==> config.mk <==
export PLATFORM = sky130hd
export DESIGN_NAME = fifo_breq_ctrl
export DESIGN_NICKNAME = d
export VERILOG_FILES = /design/src/rtl/fbr_pkg.sv /design/src/rtl/fbr_thresh.sv /design/src/rtl/fbr_occ.sv /design/src/rtl/fbr_fsm.sv /design/src/rtl/fifo_breq_ctrl.sv
export SDC_FILE = /design/constraint.sdc
export NUM_CORES = 1
export LEC_CHECK = 0
export ABC_AREA = 1
export CAP_MARGIN = 5
export CORE_ASPECT_RATIO = 1.75
export CORE_MARGIN = 2
export CORE_UTILIZATION = 47
export DETAILED_ROUTE_END_ITERATION = 6
export DONT_BUFFER_PORTS = 1
export PLACE_DENSITY = 0.66
export SYNTH_ARGS = -nofsm -noshare
export SYNTH_HDL_FRONTEND = slang
export SYNTH_SLANG_ARGS = --single-unit
==> constraint.sdc <==
create_clock -name clk -period 4.9 [get_ports clk]
set_input_delay 0.735 -clock clk [delete_from_list [all_inputs] [get_ports clk]]
set_output_delay 0.735 -clock clk [all_outputs]
set_load 0.01 [all_outputs]
==> src/rtl/fbr_pkg.sv <==
package fbr_pkg;

    // Controller states, receive family first, then transmit family
    typedef enum logic [3:0] {
        S_RX_FILL     = 4'd0,
        S_RX_BURST    = 4'd1,
        S_RX_FLUSH    = 4'd2,
        S_TX_IDLE     = 4'd8,
        S_TX_PREFETCH = 4'd9,
        S_TX_WAIT_SFD = 4'd10,
        S_TX_RUN      = 4'd11,
        S_TX_REFILL   = 4'd12
    } fbr_state_t;

    // Bit 3 of the encoding marks the transmit family
    function automatic logic fbr_is_tx(input fbr_state_t s);
        return s[3];
    endfunction

endpackage

==> src/rtl/fbr_thresh.sv <==
module fbr_thresh #(
    parameter int CNT_W = 5
) (
    input  logic [1:0]       thr_sel,
    input  logic             word_mode,
    output logic [CNT_W-1:0] thr_bytes,
    output logic [CNT_W-1:0] unit_bytes,
    output logic [CNT_W-1:0] trig_bytes
);

    localparam logic [CNT_W-1:0] UNIT_BYTE = CNT_W'(1);
    localparam logic [CNT_W-1:0] UNIT_WORD = CNT_W'(2);

    // Threshold code decode: smallest code is a special case, the rest are multiples of four
    always_comb begin
        unique case (thr_sel)
            2'd0:    thr_bytes = CNT_W'(2);
            2'd1:    thr_bytes = CNT_W'(4);
            2'd2:    thr_bytes = CNT_W'(8);
            default: thr_bytes = CNT_W'(12);
        endcase
    end

    // One memory-bus access moves this many bytes
    assign unit_bytes = word_mode ? UNIT_WORD : UNIT_BYTE;

    // Receive request fires one bus unit past the threshold
    assign trig_bytes = thr_bytes + unit_bytes;

endmodule

==> src/rtl/fbr_occ.sv <==
module fbr_occ #(
    parameter int DEPTH = 16,
    parameter int CNT_W = $clog2(DEPTH + 1)
) (
    input  logic             clk,
    input  logic             rst_n,
    input  logic             tx_dir,
    input  logic             push,
    input  logic             pop,
    input  logic [CNT_W-1:0] unit_bytes,
    output logic [CNT_W-1:0] cnt,
    output logic [CNT_W-1:0] cnt_nxt,
    output logic             ovf,
    output logic             unf
);

    localparam int SW = CNT_W + 1;
    localparam logic [SW-1:0] DEPTH_W = SW'(DEPTH);

    logic [SW-1:0] inc;
    logic [SW-1:0] dec;
    logic [SW-1:0] avail;
    logic [SW-1:0] res;
    logic          ovf_try;
    logic          unf_try;

    // Writes come from memory (one unit) when transmitting, from serial (one byte) when receiving
    always_comb begin
        inc = '0;
        if (push) begin
            inc = tx_dir ? {1'b0, unit_bytes} : SW'(1);
        end
    end

    assign avail = {1'b0, cnt} + inc;

    // Reads go to memory when receiving; a trailing partial word is clamped
    always_comb begin
        dec = '0;
        if (pop) begin
            if (tx_dir) begin
                dec = SW'(1);
            end else if ({1'b0, unit_bytes} < avail) begin
                dec = {1'b0, unit_bytes};
            end else begin
                dec = avail;
            end
        end
    end

    assign unf_try = pop && (avail == '0);
    assign res     = avail - dec;
    assign ovf_try = !unf_try && (res > DEPTH_W);

    always_comb begin
        if (ovf_try || unf_try) begin
            cnt_nxt = cnt;
        end else begin
            cnt_nxt = res[CNT_W-1:0];
        end
    end

    always_ff @(posedge clk) begin
        if (!rst_n) begin
            cnt <= '0;
            ovf <= 1'b0;
            unf <= 1'b0;
        end else begin
            cnt <= cnt_nxt;
            ovf <= ovf_try;
            unf <= unf_try;
        end
    end

    AST_NO_OVERFLOW: assert property (@(posedge clk) disable iff (!rst_n)
        {1'b0, cnt} <= DEPTH_W);

    AST_FLAG_HOLDS_COUNT: assert property (@(posedge clk) disable iff (!rst_n)
        (ovf || unf) |-> (cnt == $past(cnt)));

    AST_PUSH_POP_NET: assert property (@(posedge clk) disable iff (!rst_n)
        (push && pop && unit_bytes == CNT_W'(1) && cnt != '0) |=> (cnt == $past(cnt)));

endmodule

==> src/rtl/fbr_fsm.sv <==
module fbr_fsm
    import fbr_pkg::*;
#(
    parameter int DEPTH = 16,
    parameter int CNT_W = $clog2(DEPTH + 1)
) (
    input  logic             clk,
    input  logic             rst_n,
    input  logic             tx_dir,
    input  logic             tx_start,
    input  logic             sfd_sent,
    input  logic             eop,
    input  logic [CNT_W-1:0] cnt_nxt,
    input  logic [CNT_W-1:0] thr_bytes,
    input  logic [CNT_W-1:0] unit_bytes,
    input  logic [CNT_W-1:0] trig_bytes,
    output logic             breq
);

    localparam logic [CNT_W:0] DEPTH_W = (CNT_W + 1)'(DEPTH);

    fbr_state_t state;
    fbr_state_t state_nxt;
    logic [CNT_W:0] free_nxt;
    logic           have_data;
    logic           at_trig;
    logic           at_thr;
    logic           room_thr;
    logic           room_unit;

    // All decisions look at the occupancy that this edge will load
    assign free_nxt  = DEPTH_W - {1'b0, cnt_nxt};
    assign have_data = (cnt_nxt != '0);
    assign at_trig   = (cnt_nxt >= trig_bytes);
    assign at_thr    = (cnt_nxt >= thr_bytes);
    assign room_thr  = (free_nxt >= {1'b0, thr_bytes});
    assign room_unit = (free_nxt >= {1'b0, unit_bytes});

    // Next-state logic
    always_comb begin
        state_nxt = state;
        if (tx_dir != fbr_is_tx(state)) begin
            state_nxt = tx_dir ? S_TX_IDLE : S_RX_FILL;
        end else begin
            unique case (state)
                S_RX_FILL: begin
                    if (eop && have_data) begin
                        state_nxt = S_RX_FLUSH;
                    end else if (at_trig) begin
                        state_nxt = S_RX_BURST;
                    end
                end
                S_RX_BURST: begin
                    if (eop) begin
                        state_nxt = have_data ? S_RX_FLUSH : S_RX_FILL;
                    end else if (cnt_nxt < unit_bytes) begin
                        state_nxt = S_RX_FILL;
                    end
                end
                S_RX_FLUSH: begin
                    if (!have_data) begin
                        state_nxt = S_RX_FILL;
                    end
                end
                S_TX_IDLE: begin
                    if (tx_start) begin
                        state_nxt = at_thr ? S_TX_WAIT_SFD : S_TX_PREFETCH;
                    end
                end
                S_TX_PREFETCH: begin
                    if (at_thr) begin
                        state_nxt = S_TX_WAIT_SFD;
                    end
                end
                S_TX_WAIT_SFD: begin
                    if (sfd_sent) begin
                        state_nxt = room_thr ? S_TX_REFILL : S_TX_RUN;
                    end
                end
                S_TX_RUN: begin
                    if (eop) begin
                        state_nxt = S_TX_IDLE;
                    end else if (room_thr) begin
                        state_nxt = S_TX_REFILL;
                    end
                end
                S_TX_REFILL: begin
                    if (eop) begin
                        state_nxt = S_TX_IDLE;
                    end else if (!room_unit) begin
                        state_nxt = S_TX_RUN;
                    end
                end
                default: state_nxt = tx_dir ? S_TX_IDLE : S_RX_FILL;
            endcase
        end
    end

    // State register
    always_ff @(posedge clk) begin
        if (!rst_n) begin
            state <= S_RX_FILL;
        end else begin
            state <= state_nxt;
        end
    end

    // Output decode
    always_comb begin
        unique case (state)
            S_RX_BURST, S_RX_FLUSH, S_TX_PREFETCH, S_TX_REFILL: breq = 1'b1;
            default:                                            breq = 1'b0;
        endcase
    end

    AST_RX_TRIGGER: assert property (@(posedge clk) disable iff (!rst_n)
        (state == S_RX_FILL && !tx_dir && !eop && at_trig) |=> breq);

    AST_PREFETCH_STOP: assert property (@(posedge clk) disable iff (!rst_n)
        (state == S_TX_PREFETCH && tx_dir && at_thr) |=> !breq);

    AST_SFD_GATE: assert property (@(posedge clk) disable iff (!rst_n)
        (state == S_TX_WAIT_SFD && tx_dir && !sfd_sent) |=> !breq);

    AST_DIR_SWITCH: assert property (@(posedge clk) disable iff (!rst_n)
        (tx_dir != fbr_is_tx(state)) |=> !breq);

endmodule

==> src/rtl/fifo_breq_ctrl.sv <==
module fifo_breq_ctrl #(
    parameter int DEPTH = 16,
    parameter int CNT_W = $clog2(DEPTH + 1)
) (
    input  logic             clk,
    input  logic             rst_n,
    input  logic             tx_dir,
    input  logic             word_mode,
    input  logic [1:0]       thr_sel,
    input  logic             push,
    input  logic             pop,
    input  logic             tx_start,
    input  logic             sfd_sent,
    input  logic             eop,
    output logic             breq,
    output logic [CNT_W-1:0] occupancy,
    output logic             ovf,
    output logic             unf
);

    logic [CNT_W-1:0] thr_bytes;
    logic [CNT_W-1:0] unit_bytes;
    logic [CNT_W-1:0] trig_bytes;
    logic [CNT_W-1:0] cnt_nxt;

    fbr_thresh #(
        .CNT_W (CNT_W)
    ) u_thresh (
        .thr_sel    (thr_sel),
        .word_mode  (word_mode),
        .thr_bytes  (thr_bytes),
        .unit_bytes (unit_bytes),
        .trig_bytes (trig_bytes)
    );

    fbr_occ #(
        .DEPTH (DEPTH),
        .CNT_W (CNT_W)
    ) u_occ (
        .clk        (clk),
        .rst_n      (rst_n),
        .tx_dir     (tx_dir),
        .push       (push),
        .pop        (pop),
        .unit_bytes (unit_bytes),
        .cnt        (occupancy),
        .cnt_nxt    (cnt_nxt),
        .ovf        (ovf),
        .unf        (unf)
    );

    fbr_fsm #(
        .DEPTH (DEPTH),
        .CNT_W (CNT_W)
    ) u_fsm (
        .clk        (clk),
        .rst_n      (rst_n),
        .tx_dir     (tx_dir),
        .tx_start   (tx_start),
        .sfd_sent   (sfd_sent),
        .eop        (eop),
        .cnt_nxt    (cnt_nxt),
        .thr_bytes  (thr_bytes),
        .unit_bytes (unit_bytes),
        .trig_bytes (trig_bytes),
        .breq       (breq)
    );

    AST_TX_FULL_QUIET: assert property (@(posedge clk) disable iff (!rst_n)
        (tx_dir && $past(tx_dir) && occupancy == CNT_W'(DEPTH)) |-> !breq);

endmodule

==> results list, run 1 <==
- After synthesis, the mean cell area works out to roughly 6.4 µm².
* Final Max Tran Viols: 0
* Routed via count divided by cell count: approximately 5.2
- Number of enable-type register cells in the synthesized netlist: 0
- Fmax achieved: 194 MHz
- The number of hold buffers added after CTS was 0.
* # diodes: 0
- At the worst endpoint, the required time is a little over 5 ns.
- RSZ-0062 raised after global routing: true
* Critical setup path kind: in2reg
- Slew at the pin with the worst max-slew slack: approximately 0.75 ns
- On the worst path, the slowest cell contributes a delay of approximately 0.57 ns.
- In this run the clock root is driven by a sky130_fd_sc_hd__clkbuf_8.
- Share of the core filled with cells in the final layout: between 70% and 80%
- Most used flip-flop cell after synthesis: sky130_fd_sc_hd__dfxtp_1
- Die H: ~86 µm
* Leakage: ~1.3 nW
- Final critical delay including setup and external delays: just over 5 ns
- The worst setup path is captured at a flop.
- The most numerous cell type found on the critical path is sky130_fd_sc_hd__inv_2.
- Of the cells placed in the final design, the portion with a size suffix greater than 1 is between 40% and 50%.
- Wire length of the first global-routing pass: between 8000 and 9000 µm
- After filler insertion, the fill cell instance count of the layout stands at about 310.
* Synthesized flop and latch total: 11
- Violations in the final reports: negative setup slack
- After synthesis, flip-flops and latches occupy 12.2% of the total area.
* Routability-driven placement congestion ratio: ~0.9
- The die covers roughly 4400 µm².
- Cell type of the slowest stage on the worst timing path: sky130_fd_sc_hd__fa_2
- Number of warnings issued by yosys: 0
- Final setup violating endpoints: 3
- The clock net in this run drives a total of 11 sinks.
- Crit-path leading delay family: adder cells
* Fraction of registers with async set or reset after synthesis: 0%
* Number of top-level pins: 19
- Clock insertion delay at the later pin of the skew report: approximately 0.23 ns
* DP Wirelength: around 4200 µm
- TritonCTS built the clock tree.
- Number of antenna violations at the first check in global routing: 0
- By area the synthesized netlist is led by sky130_fd_sc_hd__ha_1 (15%), sky130_fd_sc_hd__nand2_1 (13%), sky130_fd_sc_hd__dfxtp_1 (12%).
- The total count of hold-check failures in the final report came to 0.
- Area of the multi-input gates: approximately 1600 µm²
- The sequential cells in the finished layout cover a total of approximately 220 µm².
- Overall routing resource usage: between 20% and 30%
- Initial core utilization: approximately half
* First-pass DRT Iterations: 4
- Drt wl/cell: between 10 and 15 µm
- Clock input transition at the sequential cells of the worst setup and hold paths: 0.05 ns
- Total of max-cap violations: 0
- Number of buffer and inverter stages on the critical path: 8
* Chip Width: roughly 50 µm
- Worst-case setup margin in the final layout: -0.243 ns
- Maximum level of the CTS H-tree: 1
* Total Negative Setup Slacks: -0.689 ns
- Routed via count: about 2000
* Critical Path AT: between 5 and 6 ns
* Unique masters post-synth: 36
* Top cell type's share of synthesized area: 14.5%
- The via count of the first global-routing pass was 2051.
* Total clock buffers created by CTS: 3
- Ratio of total power to cell area: 407 nW/µm²
- Post-synthesis to final-layout area growth: 47.2%
- After the first detailed-routing iteration, the DRC count stood at 33.
- Crit-path max FO: 6
- Worst Setup Start Kind: input port
* Nets: between 300 and 400
- Largest net degree at the start of global routing: 10
* Outcome: finished with violations
* Worst hold path type: in2reg
- For this run the aggregate overflow at the end of global routing stands at 0.
- Relative max-transition margin: approximately half
- After floorplanning, the core was sized to cover 3660 µm².
- Across the VDD grid, the largest voltage drop is approximately 0.0003 V.
* Row Count: 29
- In the synthesized netlist, the number of instances is about 280.
- In this run the cell area of the synthesized design comes to 1810 µm².
- Clock buffer depth: 2
- Clock Skews: around 0.0039 ns
- During placement, the flow inserted port buffers numbering 0.
* Number of nets with antenna violations after detailed routing: 0
- DRC violations left: 0
- Final Cycle Share: 105%
- Aggregate routed wire length: ~5600 µm
- sky130_fd_sc_hd__ha_1 takes more of the synthesized area than any other cell.
## cells in the final DEF, fill, tap and decap left out, drive strengths merged
cell / count
fa: 2
nand3: 27
nor4: 1
xnor2: 2
xor2: 1
nor2: 38
ha: 21
conb: 3
nor3: 4
buf: 58
a21o: 1
o2111ai: 3
dfxtp: 11
clkinv: 1
inv: 56
or2: 1
a211oi: 1
nand3b: 1
nand2: 79
clkbuf: 4
o21ai: 12
nand4: 6
a21boi: 1
a21oi: 10
## state kept, by name, indices dropped and copies added (netlist names)
signal / flops
u_occ.cnt: 5
u_fsm.state: 4
u_occ.ovf: 1
u_occ.unf: 1
## worst reg2reg max path: cells and delay by family, from the launching register on
kind	cells	cell delay (ns)
DFF	1	0.36
buffers and inverters	7	0.47
adders and majority gates	6	1.85
AOI/OAI and AO/OA	6	0.72
and+or+nand+nor	14	1.45
## cell usage after synthesis (all sizes together) (2+ instances only)
| library cell | instances |
|---|---|
| nand2 | 79 |
| inv | 56 |
| nor2 | 38 |
| nand3 | 27 |
| ha | 21 |
| o21ai | 12 |
| dfxtp | 11 |
| a21oi | 10 |
| nand4 | 6 |
| nor3 | 4 |
| o2111ai | 3 |
| buf | 2 |
| fa | 2 |
| xnor2 | 2 |
## metrics by stage
| stage | std cells | cell area, µm² | hold WS, ns | total power [mW] | worst slack [ns] |
|---|---|---|---|---|---|
| floorplan | 285 | 1850 | 0.563 | 0.562 | -0.297 |
| global placement | 371 | 2210 | 0.587 | 0.768 | -0.541 |
| detailed placement | 371 | 2210 | 0.592 | 0.779 | -0.624 |
| CTS | 386 | 2520 | 0.595 | 0.993 | -0.177 |
| global route | 390 | 2660 | 0.598 | 1.18 | -0.497 |
| finish | 390 | 2660 | 0.599 | 1.08 | -0.243 |
## report_power, final
group	internal, mW	switching (mW)
combinational	0.400	0.469
clock	0.0569	0.0318
sequential	0.105	0.0207
total	0.563	0.522
## what timing repair did
item	4_1_cts	5_1_grt
setup endpoints to repair	3	3
gates resized for setup	36	25
buffers inserted	11	4
pin swaps	34	37
## layout make-up
class / instances / share of cell area, %
Clock buffer: 4 / 1.69
Inverter: 57 / 8.83
Multi-Input combinational cell: 214 / 61.8
Sequential cell: 11 / 8.27
Timing Repair Buffer: 58 / 17.2
Tap cell: 46 / 2.16
## routing by layer
layer  part of all wire [%]  vias to the layer above  track usage (%)  routed length, µm
li1                       -                     1016                -                  -
met5                      0                        -                0                  0
met2                     57                       47             51.8               3180
met4                    8.2                        0             17.0                458
met1                     32                      946             23.4               1800
met3                    2.3                       29             2.79                130
## worst paths after layout
| path | startpoint | to | slack [ns] | depth (start not counted) |
|---|---|---|---|---|
| max | push | u_fsm.state[1] | -0.24 | 35 |
| min | tx_dir | u_fsm.state[3] | 0.60 | 2 |
| max reg2reg | u_occ.cnt[0] | u_fsm.state[1] | -0.06 | 33 |
| min reg2reg | u_fsm.state[2] | u_fsm.state[2] | 0.60 | 4 |
## logic make-up after synthesis
family,synth area share [%]
compound gates,10.0
xor+xnor,1.45
fa+ha+maj,16.7
buf+inv,14.0
flops,12.2
other cells,0.207
simple gates,45.4
(Power assumes the default switching activity.)
==> run 2: changes to the inputs <==
PLACE_DENSITY = unset   (was 0.66)
PLACE_DENSITY_LB_ADDON = 0.1   (was unset)
==> results list, run 2 (synthesized netlist as in run 1, its figures left out) <==
* Total instance count after detailed placement: 370 (was 371)
- The first-pass GRT wire length came to 8330 µm (was 8780 µm).
* Die H: 86.1 µm (unchanged)
- The max-slew violation count came to 0 (unchanged).
* Worst hold path type: in2reg (unchanged)
* Overall routing resource usage: 24.6% (was 26.2%)
* Chip Width: 50.9 µm (unchanged)
- Clock Skews: 0.00416 ns (was 0.00385 ns)
- Final critical delay including setup and external delays: 5.08 ns (was 5.14 ns)
- Kind of end point of the critical path: flop (unchanged)
- Total Negative Setup Slacks: -0.504 ns (was -0.689 ns)
- Post-route standard cell area excluding fillers: 2630 µm² (was 2660 µm²)
- The total power per unit cell area came to 385 nW/µm² (was 407 nW/µm²).
* CP required: 5.02 ns (was 5.03 ns)
- Count of endpoints failing hold in the final timing report: 0 (unchanged)
* Clock tree from TritonCTS: built (unchanged)
* Row Count: 29 (unchanged)
- The number of buffers on the longest clock path is 2 (unchanged).
- The total via count in the routed design was 1918 (was 2038).
- The cell repeated most along the worst path was sky130_fd_sc_hd__nand2_1 (was sky130_fd_sc_hd__inv_2).
- The iteration-0 DRC count of the detailed router was 23 (was 33).
- The setup slack of the worst register-to-register path came to 0.01 ns (was -0.06 ns).
- The detailed placement HPWL was 3980 µm (was 4210 µm).
- Routed via count divided by cell count: 4.92 (was 5.23)
- The period utilization is 104% (was 105%).
- The critical path startpoint category is an input port (unchanged).
- Number of top-level pins: 19 (unchanged)
* Share of final-layout standard cells stronger than drive strength 1: 43.0% (was 43.6%)
- The commonest non-fill, non-tap cell in the layout is sky130_fd_sc_hd__nand2_1 (was sky130_fd_sc_hd__buf_4).
- Biggest regs: u_occ.cnt (5), u_fsm.state (4) (unchanged)
- The core utilization of the finished layout was 71.8% (was 72.7%).
- The leakage power was 1.34 nW (was 1.35 nW).
* Critical Path AT: 5.20 ns (was 5.27 ns)
* First-pass DRT Iterations: 4 (unchanged)
- Placed Area: 2190 µm² (was 2210 µm²)
- Crit-path max FO: 6 (unchanged)
* Most flops, register: u_occ.cnt (unchanged)
* Aggregate routed wire length: 5020 µm (was 5560 µm)
- The relative slew slack was 54.9% (was 49.8%).
- The H-tree depth reported by CTS came to 1 (unchanged).
* Clock Sinks: 11 (unchanged)
- Fmax achieved: 197 MHz (was 194 MHz)
* Count of buffers inserted at the top-level ports: 0 (unchanged)
- Via count of the first global-routing pass: 1950 (was 2051)
* Outcome: finished with violations (unchanged)
- RSZ-0062 raised after global routing: true (unchanged)
* Commonest non-fill, non-tap cells in the layout: sky130_fd_sc_hd__nand2_1 (53), sky130_fd_sc_hd__buf_4 (52), sky130_fd_sc_hd__inv_1 (46), sky130_fd_sc_hd__nor2_1 (29), sky130_fd_sc_hd__nand2_2 (16) (was sky130_fd_sc_hd__buf_4 (54), sky130_fd_sc_hd__nand2_1 (53), sky130_fd_sc_hd__inv_1 (46), sky130_fd_sc_hd__nor2_1 (27), sky130_fd_sc_hd__nand2_2 (17))
- The worst-case setup margin in the final layout is -0.179 ns (was -0.243 ns).
* Launch instance of the worst register-to-register path: u_occ.cnt[0] (unchanged)
* Drt wl/cell: 12.9 µm (was 14.3 µm)
* Routability-driven placement congestion ratio: 0.871 (was 0.917)
- The pin count of the biggest net entering global routing is 9 (was 10).
* DRC violations left: 0 (unchanged)
- Critical path endpoint: u_fsm.state[2] (was u_fsm.state[1])
* Slew at the pin with the worst max-slew slack: 0.672 ns (was 0.748 ns)
- The initial core utilization was 49.4% (unchanged).
- Number of nets with antenna violations after detailed routing: 0 (unchanged)
- Clock root buffer: sky130_fd_sc_hd__clkbuf_8 (unchanged)
- Clock insertion delay at the later pin of the skew report: 0.23 ns (about the same)
- Worst hold slack: 0.603 ns (was 0.599 ns)
* Clock input transition at the sequential cells of the worst setup and hold paths: 0.05 ns (about the same)
- Final Power: 1.01 mW (was 1.08 mW)
- The class of the most critical setup path was in2reg (unchanged).
* Non-Filler Instances: 390 (unchanged)
* Post-placement worst setup slack: -0.611 ns (was -0.624 ns)
- Flip-flop count of the largest register, all copies and words added: 5 (unchanged)
- The highest-delay cell along the critical path is sky130_fd_sc_hd__fa_2 (unchanged).
- Final setup violating endpoints: 3 (unchanged)
* Die Outline Area: 4380 µm² (unchanged)
- The number of buffers added by the clock tree synthesis step came to 3 (unchanged).
* Reg-to-Reg End: u_fsm.state[2] (was u_fsm.state[1])
- # diodes: 0 (unchanged)
* Number of antenna violations at the first check in global routing: 0 (unchanged)
- Critical Path Start: push (unchanged)
- Violations in the final reports: negative setup slack (unchanged)
* Nets: 379 (unchanged)
* Worst R2R Path Depth: 34 (was 33)
- The hold buffer count at cts was 0 (unchanged).
- Largest stage delay, worst path: 0.55 ns (was 0.57 ns)
- Post-synthesis to final-layout area growth: 45.5% (was 47.2%)
- The highest ir drop seen on vdd is 0.000283 V (was 0.000300 V).
- Placeable core area: 3660 µm² (unchanged)
- Global route total overflow: 0 (unchanged)
* Total of max-cap violations: 0 (unchanged)
-- run 2: power by group --
part	internal [mW]	leakage (nW)	switching, mW	total, mW
Combinational	0.368	1.22	0.431	0.799
Sequential	0.105	0.0901	0.0229	0.128
Clock	0.0567	0.0228	0.0293	0.0861
Total	0.530	1.34	0.484	1.01
-- run 2: how the worst min path moves through the flow --
| stage | end | start | slack [ns] | cells after the start |
|---|---|---|---|---|
| 2_1_floorplan | u_fsm.state[2] | u_fsm.state[2] | 0.56 | 4 |
| 6_report | u_fsm.state[3] | tx_dir | 0.60 | 2 |
| 5_1_grt | u_fsm.state[3] | tx_dir | 0.61 | 2 |
| 3_5_place_dp | u_fsm.state[2] | u_fsm.state[2] | 0.60 | 4 |
| 3_3_place_gp | u_fsm.state[2] | u_fsm.state[2] | 0.59 | 4 |
| 4_1_cts | u_fsm.state[3] | tx_dir | 0.60 | 2 |
-- run 2: critical path: cells and delay by family --
kind                       cells  cell delay, ns
adders and majority gates      6            1.83
and+or+nand+nor               14            1.13
buffers and inverters          9            0.77
AOI/OAI and AO/OA              7            0.72
-- run 2: area by class of cell --
| type | count | area [µm²] |
|---|---|---|
| Inverter | 57 | 245 |
| Timing Repair Buffer | 58 | 458 |
| Fill cell | 309 | 1030 |
| Sequential cell | 11 | 220 |
| Tap cell | 46 | 57.6 |
| Multi-Input combinational cell | 214 | 1610 |
| Clock buffer | 4 | 45.0 |
-- run 2: layer usage --
metal | vias to the layer above | wire (µm) | global-route usage [%]
met5 | - | 0 | 0
met4 | 0 | 154 | 8.60
met3 | 10 | 49 | 1.74
met2 | 17 | 3130 | 53.5
met1 | 874 | 1690 | 21.6
li1 | 1017 | - | -
-- run 2: repair_timing --
action | 4_1_cts | 5_1_grt
gates resized for setup | 39 | 19
pin swaps | 42 | 28
buffers inserted | 13 | 3
endpoints found under the setup margin | 3 | 3
